## src/rtl/cpu_clk_downshift_pkg.sv

```systemverilog
package cpu_clk_downshift_pkg;

    // Port group of the video display processor: upper six bits of the low address byte
    localparam logic [7:0] VDP_PORT_BASE = 8'h98;
    localparam int         VDP_PORT_SPAN_BITS = 2;

    typedef enum logic {
        RATE_FAST = 1'b0,
        RATE_SLOW = 1'b1
    } rate_e;

endpackage

```

## src/rtl/vdp_port_decode.sv

```systemverilog
module vdp_port_decode
    import cpu_clk_downshift_pkg::*;
#(
    parameter logic [7:0] PORT_BASE = VDP_PORT_BASE,
    parameter int         SPAN_BITS = VDP_PORT_SPAN_BITS
) (
    input  logic       clk,
    input  logic       rst_n,
    input  logic       iorq_n,
    input  logic       rd_n,
    input  logic       wr_n,
    input  logic [7:0] io_addr_lo,
    output logic       hit_o
);

    localparam int TAG_W = 8 - SPAN_BITS;
    localparam logic [TAG_W-1:0] PORT_TAG = PORT_BASE[7:SPAN_BITS];

    typedef struct packed {
        logic hit;
    } dec_state_t;

    dec_state_t st_d, st_q;
    logic       io_cycle;
    logic       tag_match;

    always_comb begin
        io_cycle  = !iorq_n && (!rd_n || !wr_n);
        tag_match = (io_addr_lo[7:SPAN_BITS] == PORT_TAG);
        st_d      = st_q;
        st_d.hit  = io_cycle && tag_match;
    end

    always_ff @(posedge clk or negedge rst_n) begin
        if (!rst_n) begin
            st_q <= '0;
        end else begin
            st_q <= st_d;
        end
    end

    assign hit_o = st_q.hit;

endmodule

```

## src/rtl/hold_timer.sv

```systemverilog
module hold_timer #(
    parameter int HOLD_W = 16
) (
    input  logic              clk,
    input  logic              rst_n,
    input  logic              trig_i,
    input  logic [HOLD_W-1:0] hold_cycles,
    output logic              busy_o
);

    typedef struct packed {
        logic [HOLD_W-1:0] cnt;
    } tmr_state_t;

    tmr_state_t st_d, st_q;
    logic       disabled;
    logic       running;

    always_comb begin
        disabled = (hold_cycles == '0);
        running  = (st_q.cnt != '0);
        st_d     = st_q;
        if (disabled) begin
            st_d.cnt = '0;
        end else if (trig_i) begin
            st_d.cnt = hold_cycles;
        end else if (running) begin
            st_d.cnt = st_q.cnt - 1'b1;
        end
    end

    always_ff @(posedge clk or negedge rst_n) begin
        if (!rst_n) begin
            st_q <= '0;
        end else begin
            st_q <= st_d;
        end
    end

    assign busy_o = (st_q.cnt != '0);

endmodule

```

## src/rtl/ce_rate_gen.sv

```systemverilog
module ce_rate_gen
    import cpu_clk_downshift_pkg::*;
#(
    parameter int FAST_DIV = 4,
    parameter int SLOW_DIV = 8
) (
    input  logic clk,
    input  logic rst_n,
    input  logic want_slow_i,
    output logic ce_o,
    output logic slow_o
);

    localparam int DIV_W = (SLOW_DIV > FAST_DIV) ? $clog2(SLOW_DIV) : $clog2(FAST_DIV);
    localparam logic [DIV_W-1:0] FAST_LAST = DIV_W'(FAST_DIV - 1);
    localparam logic [DIV_W-1:0] SLOW_LAST = DIV_W'(SLOW_DIV - 1);

    typedef struct packed {
        logic [DIV_W-1:0] div;
        rate_e            rate;
    } gen_state_t;

    gen_state_t       st_d, st_q;
    logic [DIV_W-1:0] last;
    logic             boundary;

    always_comb begin
        last     = (st_q.rate == RATE_SLOW) ? SLOW_LAST : FAST_LAST;
        boundary = (st_q.div == last);
        st_d     = st_q;
        if (boundary) begin
            st_d.div  = '0;
            st_d.rate = want_slow_i ? RATE_SLOW : RATE_FAST;
        end else begin
            st_d.div  = st_q.div + 1'b1;
        end
    end

    always_ff @(posedge clk or negedge rst_n) begin
        if (!rst_n) begin
            st_q.div  <= '0;
            st_q.rate <= RATE_SLOW;
        end else begin
            st_q <= st_d;
        end
    end

    assign ce_o   = boundary;
    assign slow_o = (st_q.rate == RATE_SLOW);

endmodule

```

## src/rtl/cpu_clk_downshift.sv

```systemverilog
module cpu_clk_downshift
    import cpu_clk_downshift_pkg::*;
#(
    parameter int HOLD_W   = 16,
    parameter int FAST_DIV = 4,
    parameter int SLOW_DIV = 8
) (
    input  logic              clk,
    input  logic              rst_n,
    input  logic              iorq_n,
    input  logic              rd_n,
    input  logic              wr_n,
    input  logic [7:0]        io_addr_lo,
    input  logic [HOLD_W-1:0] hold_cycles,
    output logic              cpu_ce,
    output logic              slow_mode
);

    logic vdp_hit;
    logic hold_busy;

    vdp_port_decode #(
        .PORT_BASE (VDP_PORT_BASE),
        .SPAN_BITS (VDP_PORT_SPAN_BITS)
    ) u_decode (
        .clk        (clk),
        .rst_n      (rst_n),
        .iorq_n     (iorq_n),
        .rd_n       (rd_n),
        .wr_n       (wr_n),
        .io_addr_lo (io_addr_lo),
        .hit_o      (vdp_hit)
    );

    hold_timer #(
        .HOLD_W (HOLD_W)
    ) u_hold (
        .clk         (clk),
        .rst_n       (rst_n),
        .trig_i      (vdp_hit),
        .hold_cycles (hold_cycles),
        .busy_o      (hold_busy)
    );

    ce_rate_gen #(
        .FAST_DIV (FAST_DIV),
        .SLOW_DIV (SLOW_DIV)
    ) u_rate (
        .clk         (clk),
        .rst_n       (rst_n),
        .want_slow_i (hold_busy),
        .ce_o        (cpu_ce),
        .slow_o      (slow_mode)
    );

endmodule

```

## config.mk

```make
export PLATFORM = sky130hd
export DESIGN_NAME = cpu_clk_downshift
export DESIGN_NICKNAME = d
export VERILOG_FILES = /design/src/rtl/cpu_clk_downshift_pkg.sv /design/src/rtl/vdp_port_decode.sv /design/src/rtl/hold_timer.sv /design/src/rtl/ce_rate_gen.sv /design/src/rtl/cpu_clk_downshift.sv
export SDC_FILE = /design/constraint.sdc
export NUM_CORES = 1
export LEC_CHECK = 0
export BUFFER_PORTS_ARGS = -buffer_cell sky130_fd_sc_hd__clkbuf_2
export CORE_UTILIZATION = 50
export CTS_CLUSTER_DIAMETER = 80
export DETAILED_ROUTE_END_ITERATION = 10
export MAX_ROUTING_LAYER = met4
export PLACE_DENSITY = 0.76
export SLEW_MARGIN = 5
export SYNTH_ARGS = -nofsm -noshare
export SYNTH_HDL_FRONTEND = slang
export SYNTH_SLANG_ARGS = --single-unit
```

## constraint.sdc

```tcl
create_clock -name clk -period 2.5 [get_ports clk]
set_input_delay 0.125 -clock clk [delete_from_list [all_inputs] [get_ports clk]]
set_output_delay 0.125 -clock clk [all_outputs]
set_load 0.01 [all_outputs]
```

Word-level counts from Yosys, hierarchy flattened
Index checks and enable logic that the tools add are counted.
Widths: inputs -> output; s select.
- add/subtract/negate cells: 2
- muxes and demuxes: 6
- equality and inequality tests: 2
- reductions and logical operators: 9
- operators with widths (cell ; number):
    $mux 16 ; 3
    $logic_not 16->1 ; 1
    $reduce_bool 16->1 ; 1
    $sub 16x1->16 const B ; 1
    $eq 6x6->1 const B ; 1
    $mux 3 ; 2
    $add 3x1->3 const B ; 1
    $eq 3x3->1 ; 1
    $logic_not 1->1 ; 3
    $reduce_bool 3->1 ; 1
    $logic_and 1x1->1 ; 2
    $logic_or 1x1->1 ; 1
    $mux 1 ; 1
- bits in registers: 21
- word-level logic and storage cells: 23

Logic depth before layout (Yosys ltp)
- depth after elaboration: 4
- mapped depth: 7
- gate-level depth less buffers: 6

Modules after synthesis
Synthesis repeated with hierarchy kept, for this count alone.
- cell total of the unflattened synthesis: 124
- area, all modules: 1251.2 um^2
- by module, submodules not included (module ; cells each ; times used ; area an instance (um^2) ; seq. area each (um^2)):
    hold_timer ; 106 ; 1 ; 1026.0 ; 400.4
    ce_rate_gen ; 14 ; 1 ; 170.2 ; 101.3
    vdp_port_decode ; 4 ; 1 ; 55.1 ; 25.0

Worst setup path after synthesis
No wires, ideal clock.
- kind: flip-flop to flip-flop
- start: register u_hold.st_q[6] in the netlist's numbering
- end: register u_hold.st_q[6] in the netlist's numbering
- setup time: 136 ps
- arrival: 2009 ps
- path slack: 355 ps
- clock period less this slack: 2145 ps
- cell stages (with the launch flop): 6
- buffers on the path: 0
- path through: dfrtp_1 or4_4 or4b_1 nor3b_1 a211oi_1 nor3_1
- longest elaborated chain between the ends: 4
- elaborated cells between the ends (all ways): 6
- classes of those cells: add/sub (1); mux (3); reduce/logical (2)
- ends and longest elaborated chain (what ; RTL line ; source):
    from (decl) ; hold_timer.sv:15 ; tmr_state_t st_d, st_q;
    from (signal assigned) ; hold_timer.sv:36 ; st_q <= st_d;
    $sub 16x1->16 ; hold_timer.sv:28 ; st_d.cnt = st_q.cnt - 1'b1;
    $mux 16 ; hold_timer.sv:27 ; end else if (running) begin
    $mux 16 ; hold_timer.sv:25 ; end else if (trig_i) begin
    $mux 16 ; hold_timer.sv:23 ; if (disabled) begin
Several ways; a longest one is shown, not always the timed one. The select of a mux whose other input is x is not followed.
A chain may end at the register's enable or synchronous reset.

Final worst setup path
- start: register u_hold.st_q[7] in the netlist's numbering
- end: register u_hold.st_q[14] in the netlist's numbering
The elaborated chain is that of the path after synthesis.

==> key figures <==
Place
  • Cell total after placement: 178
  • Hpwl dp: 1990 µm
  • GP Congestion: 0.815
  • Placed inst area: about 1300 µm²
  • Number of port buffers: 28
  • Worst slack, placed: 0.147 ns

STA
  • Final hold vios: 0
  • Slew HR: 49.7%
  • Setup TNS: 0 ns
  • Final min period: 2.38 ns
  • Achievable frequency: 420 MHz
  • Worst Slack Setup Final: 0.121 ns
  • WHS: 0.0312 ns
  • Setup Skew: 0.00485 ns
  • Final setup fails: 0
  • Final period util: 95.2%
  • Max Slew Vio Count: 0
  • Worst-Margin Slew: 0.754 ns
  • RSZ-0062 raised after global routing: false

Floorplanning
  • Initial Utilization: 53.3%
  • Core ar.: 2210 µm²
  • Die area: 2560 µm²
  • Num ports: 31
  • Cell Rows: 17
  • Die X: 50.6 µm
  • Die H: 50.6 µm

GRT
  • Initial antenna violation count: 0
  • GR Overflow Total: 0
  • Largest net degree at the start of global routing: 26
  • First-pass GRT wire length: 4640 µm
  • Vias in the first global route: approximately 1100
  • Gr usage total: 25.5%

Worst setup path
  • Kind of critical path: reg2reg
  • Reg2reg setup slack: 0.12 ns
  • Worst Path Max Fanout: 8
  • Worst endpoint required time: approximately 2.7 ns
  • CP Capture Type: flop
  • R2R cell count: 5
  • CP arrival: 2.59 ns
  • Setup crit start: u_hold.st_q[7]
  • Worst r2r dst: u_hold.st_q[14]
  • Startpoint Class: flop
  • Worst r2r src: u_hold.st_q[7]

Status
  • Status: complete, no violations

Synthesis
  • Synth top area share: around 42%
  • Synth area leaders: dfrtp_1 42%, nor4_1 5.3%, nor3_1 4.2%
  • Area leader, netlist: dfrtp_1
  • Largest family of logic cells by synthesized area: simple AND/OR/NAND/NOR gates
  • Post-synthesis compound-gate area fraction: 15.0%
  • Part of the Yosys area used for sequential elements: 44.7%
  • Synth Net Count: between 150 and 200
  • Post-synthesis average cell area: 9.43 µm²
  • Mapped Cells: 125
  • Syn. warnings: 0
  • Mux contribution to synthesized area: less than 1%
  • Number of flops mapped to enable cells by yosys: 0
  • Ys flop type: dfrtp_1
  • Simple-Gate Fraction of Synth Area: 27.8%
  • Post-Syn Area: 1180 µm²
  • Synth Area in Adders: 2.12%
  • Count leader, synth: dfrtp_1
  • Synthesized flop and latch total: 21
  • Post-Synth XOR/XNOR Area: 6.69%
  • Post-synth top cells: 20 x dfrtp_1, 11 x nor2_1, 10 x nand2_1, 10 x nor3_1, 10 x nor4_1
  • Async set-reset flop share out of synthesis: 100%
  • Synth cell types: 37

Finish
  • Final std cells w/o fill: about 190
  • Post-layout nets: between 150 and 200
  • Diode count: 0
  • Final Cell Area: 1400 µm²
  • P&R area growth vs syn: 19.1%
  • Share of layout cells above drive strength 1: 24.8%

Routing
  • Vias per cell: between 6 and 7
  • Per-cell routed wire length: roughly 14 µm
  • Drt total wl: about 2600 µm
  • DRC Markers: 0
  • Drt first pass iters: 4
  • DRT antenna net count: 0
  • Drt initial violations: 27
  • DR vias: 1116

Job
  • Max-cap check violation count: 0

Hold path
  • Hold path depth: 3
  • Hold/Removal Path Class: in2reg
  • Endpoint, Worst Hold: u_hold.st_q[7]
  • Worst hold path startpoint: hold_cycles[7]

Clock tree
  • TritonCTS clock tree: built
  • Clock root buffer: clkbuf_4
  • CTS H-Tree Depth: 1
  • CTS Buf Count: 3
  • # resized after CTS: 0
  • Clk_lat worst skew: 0.31 ns
  • Worst-path clk slew: 0.11 ns
  • Count of clock tree sinks: 21
  • CTS max path bufs: 2

Power and ir drop
  • PD cells: 709 nW/µm²
  • Leak: 0.620 nW
  • Max VDD drop: 507 µV
==> worst max-delay path, stage by stage (launching register included) <==
cell and delay (ns):
dfrtp_1 0.45, or4_4 0.56, or4b_1 0.65, nor2_4 0.24
nor3_1 0.13, a22o_1 0.25
==> power by group <==
part | leakage, nW | total [mW] | internal (mW) | switching (mW)
Sequential | 0.247 | 0.525 | 0.432 | 0.0927
Combinational | 0.356 | 0.302 | 0.169 | 0.133
Clock | 0.0177 | 0.168 | 0.0599 | 0.108
Total | 0.620 | 0.995 | 0.661 | 0.334
==> cell families (layout without fill, tap and decap cells) <==
group	after synthesis	count (layout)
AND/OR/NAND/NOR	58	58
AO/OA/AOI/OAI	25	25
flip-flops	21	21
XOR/XNOR	9	9
buffers and inverters	9	41
adder cells (fa/ha/maj)	2	2
multiplexers	1	1
==> state kept, by name (all words and copies together), names as in the netlist <==
name,flops
u_hold.st_q,16
u_rate.st_q,3
u_decode.hit_o,1
u_rate.slow_o,1
==> cells in the final DEF, fill, tap and decap left out, types with 2 or more instances in the layout <==
cell type      synthesis  routed
o21ai_0                3       3
a22o_1                 5       5
dlygate4sd3_1          0       3
ha_1                   2       2
or3_1                  4       4
nor4_1                10      10
xor2_1                 5       5
nor3_1                10      10
a211oi_1               3       3
xnor2_1                4       4
a21oi_1                7       7
dfrtp_1               20      20
nand2_1               10      10
nor2_1                11      11
clkbuf_4               0       3
inv_1                  5       5
clkbuf_2               0      28
==> worst max path at each step <==
stage	to	slack (ns)
after floorplan	u_hold.st_q[6]	0.36
after global placement	u_hold.st_q[14]	0.19
after detailed placement	u_hold.st_q[14]	0.15
after CTS	u_hold.st_q[14]	0.13
after global routing	u_hold.st_q[11]	0.008
final	u_hold.st_q[14]	0.12
==> area by class of cell <==
cell class | count | area [µm²]
Fill cell | 203 | 808
Multi-Input combinational cell | 95 | 618
Clock inverter | 1 | 5.00
Clock buffer | 3 | 22.5
Inverter | 5 | 18.8
Sequential cell | 21 | 527
Tap cell | 28 | 35.0
Timing Repair Buffer | 32 | 178
==> layer usage <==
layer | part of all wire [%] | track usage [%]
met3 | 6.7 | 6.97
met5 | 0 | -
met1 | 42 | 28.4
met4 | 2.1 | 11.6
met2 | 49 | 42.4
==> stage by stage <==
stage / total power, mW / util [%]
2_1_floorplan: 0.729 / -
3_3_place_gp: 0.809 / 60.9
3_5_place_dp: 0.830 / 60.9
4_1_cts: 1.00 / 63.5
5_1_grt: 1.07 / 63.5
6_report: 0.995 / 63.5
==> timing repair <==
item | in CTS | in global routing
hold buffers | 3 | 0
hold endpoints to repair | 21 | 0
setup buffers | 0 | 0
Note: power is estimated with default switching activity, not from simulation.
